==> src/rtl/bus_arb_pkg.sv <==
package bus_arb_pkg;

    typedef enum logic [1:0] {
        OWN_NONE = 2'd0,
        OWN_PEER = 2'd1,
        OWN_HOST = 2'd2
    } bus_own_e;

endpackage

==> src/rtl/bus_arb_rr_pick.sv <==
module bus_arb_rr_pick #(
    parameter int N  = 8,
    parameter int IW = (N > 1) ? $clog2(N) : 1
) (
    input  logic [N-1:0]  cand,
    input  logic [IW-1:0] start,
    output logic [IW-1:0] sel,
    output logic          found
);
    // First candidate at or after start, wrapping at N.
    always_comb begin
        sel   = '0;
        found = 1'b0;
        for (int k = 0; k < N; k++) begin
            if (!found && cand[(int'(start) + k) % N]) begin
                found = 1'b1;
                sel   = IW'((int'(start) + k) % N);
            end
        end
    end
endmodule

==> src/rtl/bus_arb_tenure.sv <==
module bus_arb_tenure #(
    parameter int TW = 8
) (
    input  logic [TW-1:0] cnt_q,
    input  logic [TW-1:0] limit,
    input  logic          restart,
    input  logic          hold,
    output logic [TW-1:0] cnt_d,
    output logic          expired
);
    always_comb begin
        if (restart)
            cnt_d = TW'(1);
        else if (hold && (cnt_q != '1))
            cnt_d = cnt_q + TW'(1);
        else
            cnt_d = cnt_q;
    end

    // Limit of zero turns the cap off.
    assign expired = (limit != '0) && (cnt_q >= limit);
endmodule

==> src/rtl/bus_arbiter.sv <==
module bus_arbiter
    import bus_arb_pkg::*;
#(
    parameter int NUM_PEERS  = 8,
    parameter int TENURE_W   = 8,
    parameter bit HOST_FIRST = 1'b1
) (
    input  logic                 clk,
    input  logic                 rst_n,
    input  logic [NUM_PEERS-1:0] peer_req,
    input  logic [NUM_PEERS-1:0] peer_lock,
    input  logic                 host_req,
    input  logic                 host_boff,
    input  logic [TENURE_W-1:0]  tenure_limit,
    output logic [NUM_PEERS-1:0] peer_gnt,
    output logic                 host_gnt
);
    localparam int IW = (NUM_PEERS > 1) ? $clog2(NUM_PEERS) : 1;
    localparam logic [IW-1:0] LAST_IDX = IW'(NUM_PEERS - 1);

    typedef struct packed {
        bus_own_e      own;
        logic [IW-1:0] owner;
        logic [IW-1:0] ptr;
        logic [TENURE_W-1:0] cnt;
    } arb_state_t;

    arb_state_t state_d, state_q;

    logic                 peer_active, host_active;
    logic [NUM_PEERS-1:0] owner_oh, cand;
    logic                 others_wait, boff_hit, owner_keep, owner_locked;
    logic                 expired, peer_release, host_release, bus_free;
    logic                 host_wins, found, restart, hold;
    logic [IW-1:0]        next_after, pick_start, sel;
    logic [TENURE_W-1:0]  cnt_d;

    assign peer_active  = (state_q.own == OWN_PEER);
    assign host_active  = (state_q.own == OWN_HOST);

    always_comb begin
        owner_oh = '0;
        if (peer_active)
            owner_oh[state_q.owner] = 1'b1;
    end

    assign owner_keep   = peer_req[state_q.owner] | peer_lock[state_q.owner];
    assign owner_locked = peer_lock[state_q.owner];
    assign others_wait  = host_req | (|(peer_req & ~owner_oh));
    assign boff_hit     = host_boff & host_req & peer_active;
    assign peer_release = peer_active &
                          (boff_hit | ~owner_keep | (expired & others_wait & ~owner_locked));
    assign host_release = host_active & ~host_req;
    assign bus_free     = (state_q.own == OWN_NONE) | peer_release | host_release;

    assign next_after   = (state_q.owner == LAST_IDX) ? '0 : state_q.owner + IW'(1);
    assign pick_start   = peer_release ? next_after : state_q.ptr;
    assign cand         = peer_req & ~(peer_release ? owner_oh : '0);
    assign host_wins    = host_req & (HOST_FIRST | boff_hit | ~(|cand));
    assign restart      = bus_free & ~host_wins & found;
    assign hold         = peer_active & ~peer_release;

    bus_arb_rr_pick #(.N(NUM_PEERS), .IW(IW)) u_pick (
        .cand  (cand),
        .start (pick_start),
        .sel   (sel),
        .found (found)
    );

    bus_arb_tenure #(.TW(TENURE_W)) u_tenure (
        .cnt_q   (state_q.cnt),
        .limit   (tenure_limit),
        .restart (restart),
        .hold    (hold),
        .cnt_d   (cnt_d),
        .expired (expired)
    );

    always_comb begin
        state_d     = state_q;
        state_d.cnt = cnt_d;
        if (peer_release)
            state_d.ptr = next_after;
        if (bus_free) begin
            if (host_wins) begin
                state_d.own = OWN_HOST;
            end else if (found) begin
                state_d.own   = OWN_PEER;
                state_d.owner = sel;
            end else begin
                state_d.own = OWN_NONE;
            end
        end
    end

    always_ff @(posedge clk) begin
        if (!rst_n) begin
            state_q.own   <= OWN_NONE;
            state_q.owner <= '0;
            state_q.ptr   <= '0;
            state_q.cnt   <= '0;
        end else begin
            state_q <= state_d;
        end
    end

    always_comb begin
        peer_gnt = '0;
        if (peer_active)
            peer_gnt[state_q.owner] = 1'b1;
    end
    assign host_gnt = host_active;

    assert_single_grant_R2: assert property (@(posedge clk) disable iff (!rst_n)
        $onehot0({host_gnt, peer_gnt}));

    assert_grant_to_requester_R3: assert property (@(posedge clk) disable iff (!rst_n)
        (peer_gnt & ~$past(peer_gnt) & ~$past(peer_req)) == '0);

    assert_lock_holds_R5: assert property (@(posedge clk) disable iff (!rst_n)
        ((|(peer_gnt & peer_lock)) && !(host_boff && host_req)) |=> $stable(peer_gnt));

    assert_host_requested_R10: assert property (@(posedge clk) disable iff (!rst_n)
        $rose(host_gnt) |-> $past(host_req));

    assert_backoff_takes_R11: assert property (@(posedge clk) disable iff (!rst_n)
        (host_boff && host_req && (|peer_gnt)) |=> host_gnt);
endmodule

==> config.mk <==
export PLATFORM = sky130hd
export DESIGN_NAME = bus_arbiter
export DESIGN_NICKNAME = d
export VERILOG_FILES = /design/src/rtl/bus_arb_pkg.sv /design/src/rtl/bus_arb_rr_pick.sv /design/src/rtl/bus_arb_tenure.sv /design/src/rtl/bus_arbiter.sv
export SDC_FILE = /design/constraint.sdc
export NUM_CORES = 1
export LEC_CHECK = 0
export ABC_AREA = 1
export BUFFER_PORTS_ARGS = -buffer_cell sky130_fd_sc_hd__buf_2
export CAP_MARGIN = 10
export CORE_MARGIN = 5
export CORE_UTILIZATION = 55
export CTS_CLUSTER_SIZE = 20
export DETAILED_ROUTE_END_ITERATION = 8
export GPL_ROUTABILITY_DRIVEN = 1
export MAX_ROUTING_LAYER = met4
export PLACE_DENSITY_LB_ADDON = 0.2
export SLEW_MARGIN = 5
export SYNTH_ARGS = -nofsm -noshare
export SYNTH_HDL_FRONTEND = slang
export SYNTH_HIERARCHICAL = 1
export SYNTH_SLANG_ARGS = --single-unit
==> constraint.sdc <==
create_clock -name clk -period 6.4 [get_ports clk]
set_clock_uncertainty 0.1 [all_clocks]
set_input_delay 1.28 -clock clk [delete_from_list [all_inputs] [get_ports clk]]
set_output_delay 1.28 -clock clk [all_outputs]
set_load 0.03 [all_outputs]
==> summary.txt, run 1 <==
Setup path
  – Buf+Inv Stages, Crit Path: 10
  – Worst Path Required: 6.45 ns
  – Reg2reg setup slack: 1.27 ns
  – Worst r2r dst: state_q[4]
  – Slowest cell on the critical path: ha_1
  – Worst R2R Start: state_q[11]
  – Worst Path Arrival: 5.69 ns
  – Crit path launch type: primary input
  – Crit path max fanout: 11
  – Kind of critical path: primary input to flop
  – Reg2Reg Depth: 26
  – Crit-path leading delay family: simple AND/OR/NAND/NOR gates
  – CP endpoint kind: flop
  – Worst stage delay on the critical path: 0.49 ns

STA
  – Slew headroom: 51.9%
  – Final Hold Viols: 0
  – RSZ-0062 raised after global routing: no
  – Slew at the pin closest to its max-slew limit: 0.721 ns
  – Final setup vio count: 0
  – Final Slew Violations: 0
  – Period utilisation layout: 88.2%
  – Setup ws final: 0.753 ns
  – Highest clock rate: 177 MHz
  – Fin Setup TNS: 0 ns
  – Minimum clock period: 5.65 ns

Detailed routing
  – First-pass DRT Iterations: 4
  – Routed len/inst: 12.0 um
  – Via count: 2602
  – Detailed Route Iter0 Violations: 194
  – Drc violations: 0
  – DRT Wirelength: 5.99 mm
  – Antenna Violating Nets Remaining: 0
  – Vias per cell: 5.21

Cells and area
  – Nets: 489
  – Fillers: 456
  – Commonest non-fill, non-tap cell in the layout: nand2_1
  – Synthesis-to-finish area growth: 8.50%
  – Largest register FFs: 16
  – Post-layout util: 61.9%
  – N_diodes: 0
  – Commonest non-fill, non-tap cells in the layout: nand2_1 (107), inv_1 (63), nor2_1 (48), nand3_1 (42), buf_2 (36)
  – Largest Register: state_q
  – Share of cells above drive strength 1: 22.6%
  – Biggest regs: state_q x16

GRT
  – Largest net degree at the start of global routing: 23
  – Grt ovf: 0
  – Vias in the first global route: 2412
  – GRT Util Overall: 20.6%
  – Initial antenna violation count: 0
  – First-pass GRT wire length: 10.4 mm

Status
  – Outcome: complete, no violations

Yosys
  – Seq/Total Area, Yosys: 12.8%
  – Ys Warns: 6
  – Yosys top cell by area: nand2_1
  – Dominant cells by area after synthesis: nand2_1 (16%), dfxtp_1 (13%), inv_1 (9.5%), nand3_1 (8.4%), nor2_1 (7.2%)
  – Syn_nets: 458
  – Number of synthesized flops with an enable pin: 0
  – Post-Synthesis Cell Area: 2500 um^2
  – Count of state elements after synthesis: 16
  – Share of Yosys cell area claimed by the top area cell type: 16.1%
  – Dominant synthesized flop cell: dfxtp_1
  – Post-synth ARST share: 0%
  – Synth Area per Inst: 6.00 um^2
  – Yosys cell types: 37
  – Cell count after synthesis: 417

CTS
  – Clock transition at the registers of the reported paths: 0.06 ns
  – Post-cts resize count: 0
  – Worst-Skew Late Latency: 0.24 ns
  – CTS tree: built
  – CTS root buffer: clkbuf_8
  – CTS sink cnt: 16
  – Post-CTS setup repair buffer count: 0
  – Clock Path Buffers: 2
  – CTS Hold Bufs: 0
  – CTS H-tree lvls: 1
  – CTS Buf Count: 3

Flow run
  – Max-cap violations: 0

Worst hold path
  – Hold path startpoint: state_q[8]
  – Worst hold path type: flop to flop
  – Hold Crit Depth: 2
  – Hold worst-path end: state_q[8]

Placed design
  – Routability Congestion: 0.948
  – Hpwl dp: 5.08 mm
  – DP Worst Slack: 0.560 ns
  – Port bufs: 36

Floorplanning
  – Row count: 24
  – # IOs: 37
  – Die ar.: 6000 um^2
  – DIE HEIGHT: 77.5 um
  – Starting Density: 57.1%
  – Core Box Area: 4380 um^2
  – DIE WIDTH: 77.5 um

Power
  – Leak pwr: 1.49 nW
  – Max VDD drop: 0.000190 V
  – Power Density: 283 nW/um^2
-- cell families after synthesis --
family          synth area share (%)
compound gates                  11.0
fa+ha+maj                       6.50
flops                           12.8
xor+xnor                        1.80
simple gates                    53.6
buf+inv                         14.2
-- power by group --
part	leakage [nW]	internal, mW	switching (mW)	total [mW]
combinational	1.33	0.177	0.375	0.552
clock	0.0288	0.0544	0.0316	0.0860
sequential	0.131	0.109	0.0209	0.130
total	1.49	0.341	0.427	0.768
-- worst max path at each step --
| stage | start | to | slack (ns) | depth (start not counted) |
|---|---|---|---|---|
| final | tenure_limit[7] | state_q[4] | 0.75 | 30 |
| after global routing | tenure_limit[1] | state_q[2] | 0.13 | 33 |
| after CTS | tenure_limit[7] | state_q[4] | 0.79 | 30 |
| after detailed placement | tenure_limit[7] | state_q[4] | 0.56 | 33 |
| after global placement | tenure_limit[7] | state_q[5] | 0.75 | 30 |
| after floorplan | tenure_limit[7] | state_q[2] | 1.31 | 33 |
-- cell usage after synthesis, types with 3 or more instances --
master    instances
a21oi_1          17
buf_2             3
buf_6             3
dfxtp_1          16
ha_1             13
inv_1            63
inv_2             7
nand2_1         107
nand2_2           9
nand2_4          11
nand3_1          42
nand3_2          17
nand4_1           6
nor2_1           48
nor2_2            4
nor2_4            5
nor3_1            4
o211ai_1          5
o21ai_0          12
-- cell type report --
cell class                      count  area, um^2  share of cell area, %
Multi-Input combinational cell    320        1830                   67.2
Sequential cell                    16         320                   11.8
Inverter                           71         269                   9.91
Timing Repair Buffer               36         180                   6.64
Tap cell                           52        65.1                   2.40
Clock buffer                        4        55.1                   2.03
-- stage by stage --
stage	hold WS (ns)	cell area (um^2)	power, mW	std cells
after floorplan	0.346	2500	0.598	417
after global placement	0.371	2660	0.672	495
after detailed placement	0.397	2660	0.677	495
after CTS	0.407	2720	0.766	499
after global routing	0.458	2720	0.846	499
final	0.404	2720	0.768	499
-- worst register-to-register path: stages, from the launching register on --
cell      delay (ns)
dfxtp_1         0.78
inv_1           0.26
o21ai_0         0.21
o21ai_0         0.13
nor3_1          0.22
nand2_1         0.09
nand2_2         0.18
nand2_4         0.11
nand2_1         0.07
o21ai_0         0.10
inv_1           0.30
inv_2           0.15
ha_1            0.49
inv_2           0.16
nand3_1         0.14
nand2_1         0.07
o21ai_0         0.37
nand3b_1        0.17
inv_1           0.04
nor2_1          0.30
nand2_1         0.12
inv_1           0.14
inv_1           0.12
nand2_1         0.09
nor2_1          0.04
nand2_1         0.06
inv_1           0.04
-- per-layer routing --
layer	track usage (%)	part of all wire, %	wire, um
met1	25.8	45	2720
met3	2.20	4.6	276
met2	35.9	49	2940
met5	-	0	0
met4	3.78	0.82	49
Power figures use the tool's default switching activity.
==> run 2: changes to the inputs <==
CORE_ASPECT_RATIO = 0.5   (was unset)
==> run 2 against run 1 <==
Hold slack got worse by 0.017 ns. Sequential share of layout area barely moved. Sequential cell count did not move. Critical path depth did not move. Largest cell class unchanged. Largest power group unchanged. Highest routed layer unchanged.
==> summary.txt, run 2 (synthesized netlist as in run 1, its figures left out) <==
STA
  – Hold Worst Slack: 0.387 ns (-0.0168 ns)
  – RSZ-0062 raised after global routing: no
  – Final Slew Violations: 0 (unchanged)
  – Minimum clock period: 5.61 ns (-0.0348 ns)
  – Fin Setup TNS: 0 ns (unchanged)
  – Highest clock rate: 178 MHz (+0.62%)
  – Period utilisation layout: 87.7% (-0.54 points)
  – Slew at the pin closest to its max-slew limit: 0.713 ns (-0.00755 ns)
  – Final setup vio count: 0 (unchanged)
  – Final Hold Viols: 0 (unchanged)
  – Slew headroom: 52.4% (+0.50 points)

GRT
  – Largest net degree at the start of global routing: 23 (unchanged)
  – Vias in the first global route: 2439 (+1.1%)
  – First-pass GRT wire length: 10.6 mm (+2.5%)
  – Initial antenna violation count: 0 (unchanged)
  – GRT Util Overall: 21.4% (+0.84 points)
  – Grt ovf: 0 (unchanged)

Setup path
  – Worst r2r dst: state_q[5]
  – Crit-path leading delay family: simple AND/OR/NAND/NOR gates
  – Worst Setup SP: tenure_limit[7]
  – Crit path max fanout: 11 (unchanged)
  – Worst Path Arrival: 5.67 ns (-0.02 ns)
  – CP endpoint: state_q[5]
  – Reg2reg setup slack: 1.26 ns (about the same)
  – Slowest cell on the critical path: ha_1
  – Worst R2R Start: state_q[11]
  – Worst Path Required: 6.46 ns (about the same)
  – Reg2Reg Depth: 28 (+7.7%)
  – Buf+Inv Stages, Crit Path: 10 (unchanged)
  – CP endpoint kind: flop
  – Worst stage delay on the critical path: 0.48 ns (about the same)
  – Number of cells on the critical path: 30 (unchanged)
  – Kind of critical path: primary input to flop
  – Crit path launch type: primary input

Cells and area
  – Nets: 489 (unchanged)
  – Multi-input logic area: 1830 um^2 (unchanged)
  – Design area: 2720 um^2 (+0.23%)
  – Share of cells above drive strength 1: 22.6% (unchanged)
  – Sequential standard cell area: 320 um^2 (unchanged)
  – Fillers: 435 (-4.6%)
  – Biggest regs: state_q x16
  – Synthesis-to-finish area growth: 8.75%
  – Commonest non-fill, non-tap cell in the layout: nand2_1
  – N_diodes: 0 (unchanged)
  – Largest register FFs: 16 (unchanged)
  – Non-Filler Instances: 504 (+1.0%)
  – Largest Register: state_q
  – Commonest non-fill, non-tap cells in the layout: nand2_1 (107), inv_1 (63), nor2_1 (48), nand3_1 (42), buf_2 (36)

Detailed routing
  – First-pass DRT Iterations: 4 (unchanged)
  – Antenna Violating Nets Remaining: 0 (unchanged)
  – Detailed Route Iter0 Violations: 186 (-4.1%)
  – DRT Wirelength: 6.38 mm (+6.5%)
  – Drc violations: 0 (unchanged)
  – Vias per cell: 5.30 (+1.6%)
  – Via count: 2671 (+2.7%)
  – Routed len/inst: 12.7 um (+5.4%)

Placed design
  – Placed Cells: 500 (+1.0%)
  – Hpwl dp: 5.36 mm (+5.6%)
  – Routability Congestion: 0.962 (+1.6%)
  – Cell Area, Placed: 2670 um^2 (+0.24%)
  – Port bufs: 36 (unchanged)

Floorplanning
  – Row count: 17 (-29%)
  – DIE HEIGHT: 57.7 um (-26%)
  – # IOs: 37 (unchanged)
  – Core Box Area: 4400 um^2 (+0.43%)
  – Starting Density: 56.8% (-0.24 points)
  – Die ar.: 6080 um^2 (+1.4%)
  – DIE WIDTH: 105 um (+36%)

Power
  – Leak pwr: 1.49 nW (unchanged)
  – Max VDD drop: 0.000150 V (-21%)
  – Total power: 0.782 mW (+1.8%)
  – Power Density: 287 nW/um^2 (+1.6%)

Status
  – Outcome: complete, no violations

Worst hold path
  – Worst hold path type: flop to flop

CTS
  – CTS root buffer: clkbuf_8
  – CTS Hold Bufs: 0 (unchanged)
  – CTS sink cnt: 16 (unchanged)
  – CTS H-tree lvls: 1 (unchanged)
  – Post-CTS setup repair buffer count: 0 (unchanged)
  – CTS tree: built
  – CTS Buf Count: 3 (unchanged)
  – Post-cts resize count: 0 (unchanged)
  – Worst-Skew Late Latency: 0.25 ns (about the same)
  – Clock Path Buffers: 2 (unchanged)
  – Clock transition at the registers of the reported paths: 0.07 ns (about the same)

Flow run
  – Max-cap violations: 0 (unchanged)
-- run 2: worst min-delay path by stage --
stage | from | end | slack, ns | depth (start not counted)
global placement | state_q[8] | state_q[8] | 0.36 | 2
finish | state_q[8] | state_q[8] | 0.39 | 2
global route | state_q[8] | state_q[8] | 0.42 | 2
CTS | state_q[8] | state_q[8] | 0.39 | 2
detailed placement | state_q[8] | state_q[8] | 0.38 | 2
floorplan | state_q[8] | state_q[8] | 0.35 | 2
-- run 2: where the power goes --
part           switching (mW)  internal [mW]
clock                  0.0367         0.0546
sequential             0.0202          0.109
combinational           0.384          0.178
total                   0.441          0.341
-- run 2: layout make-up --
cell class                      instances  area share (%)
Multi-Input combinational cell        320            67.1
Sequential cell                        16            11.8
Inverter                               71            9.89
Timing Repair Buffer                   36            6.62
Tap cell                               57            2.62
Clock buffer                            4            2.02
-- run 2: stage by stage --
step	util, %	worst slack [ns]
3_3_place_gp	60.6	0.709
2_1_floorplan	-	1.31
3_5_place_dp	60.6	0.594
4_1_cts	61.8	0.845
5_1_grt	61.8	0.356
6_report	61.8	0.788
-- run 2: tightest hold or removal path: cells and delay by family (launching register included) --
| family | cells | cell delay [ns] |
|---|---|---|
| AOI/OAI and AO/OA | 1 | 0.06 |
| DFF | 1 | 0.30 |
| and+or+nand+nor | 1 | 0.08 |
-- run 2: metal layers --
layer / up-vias / track usage [%] / wire [um]
li1: 1385 / - / -
met1: 1197 / 25.4 / 2850
met2: 77 / 38.5 / 3160
met3: 12 / 2.34 / 281
met4: 0 / 6.92 / 75
met5: - / - / 0
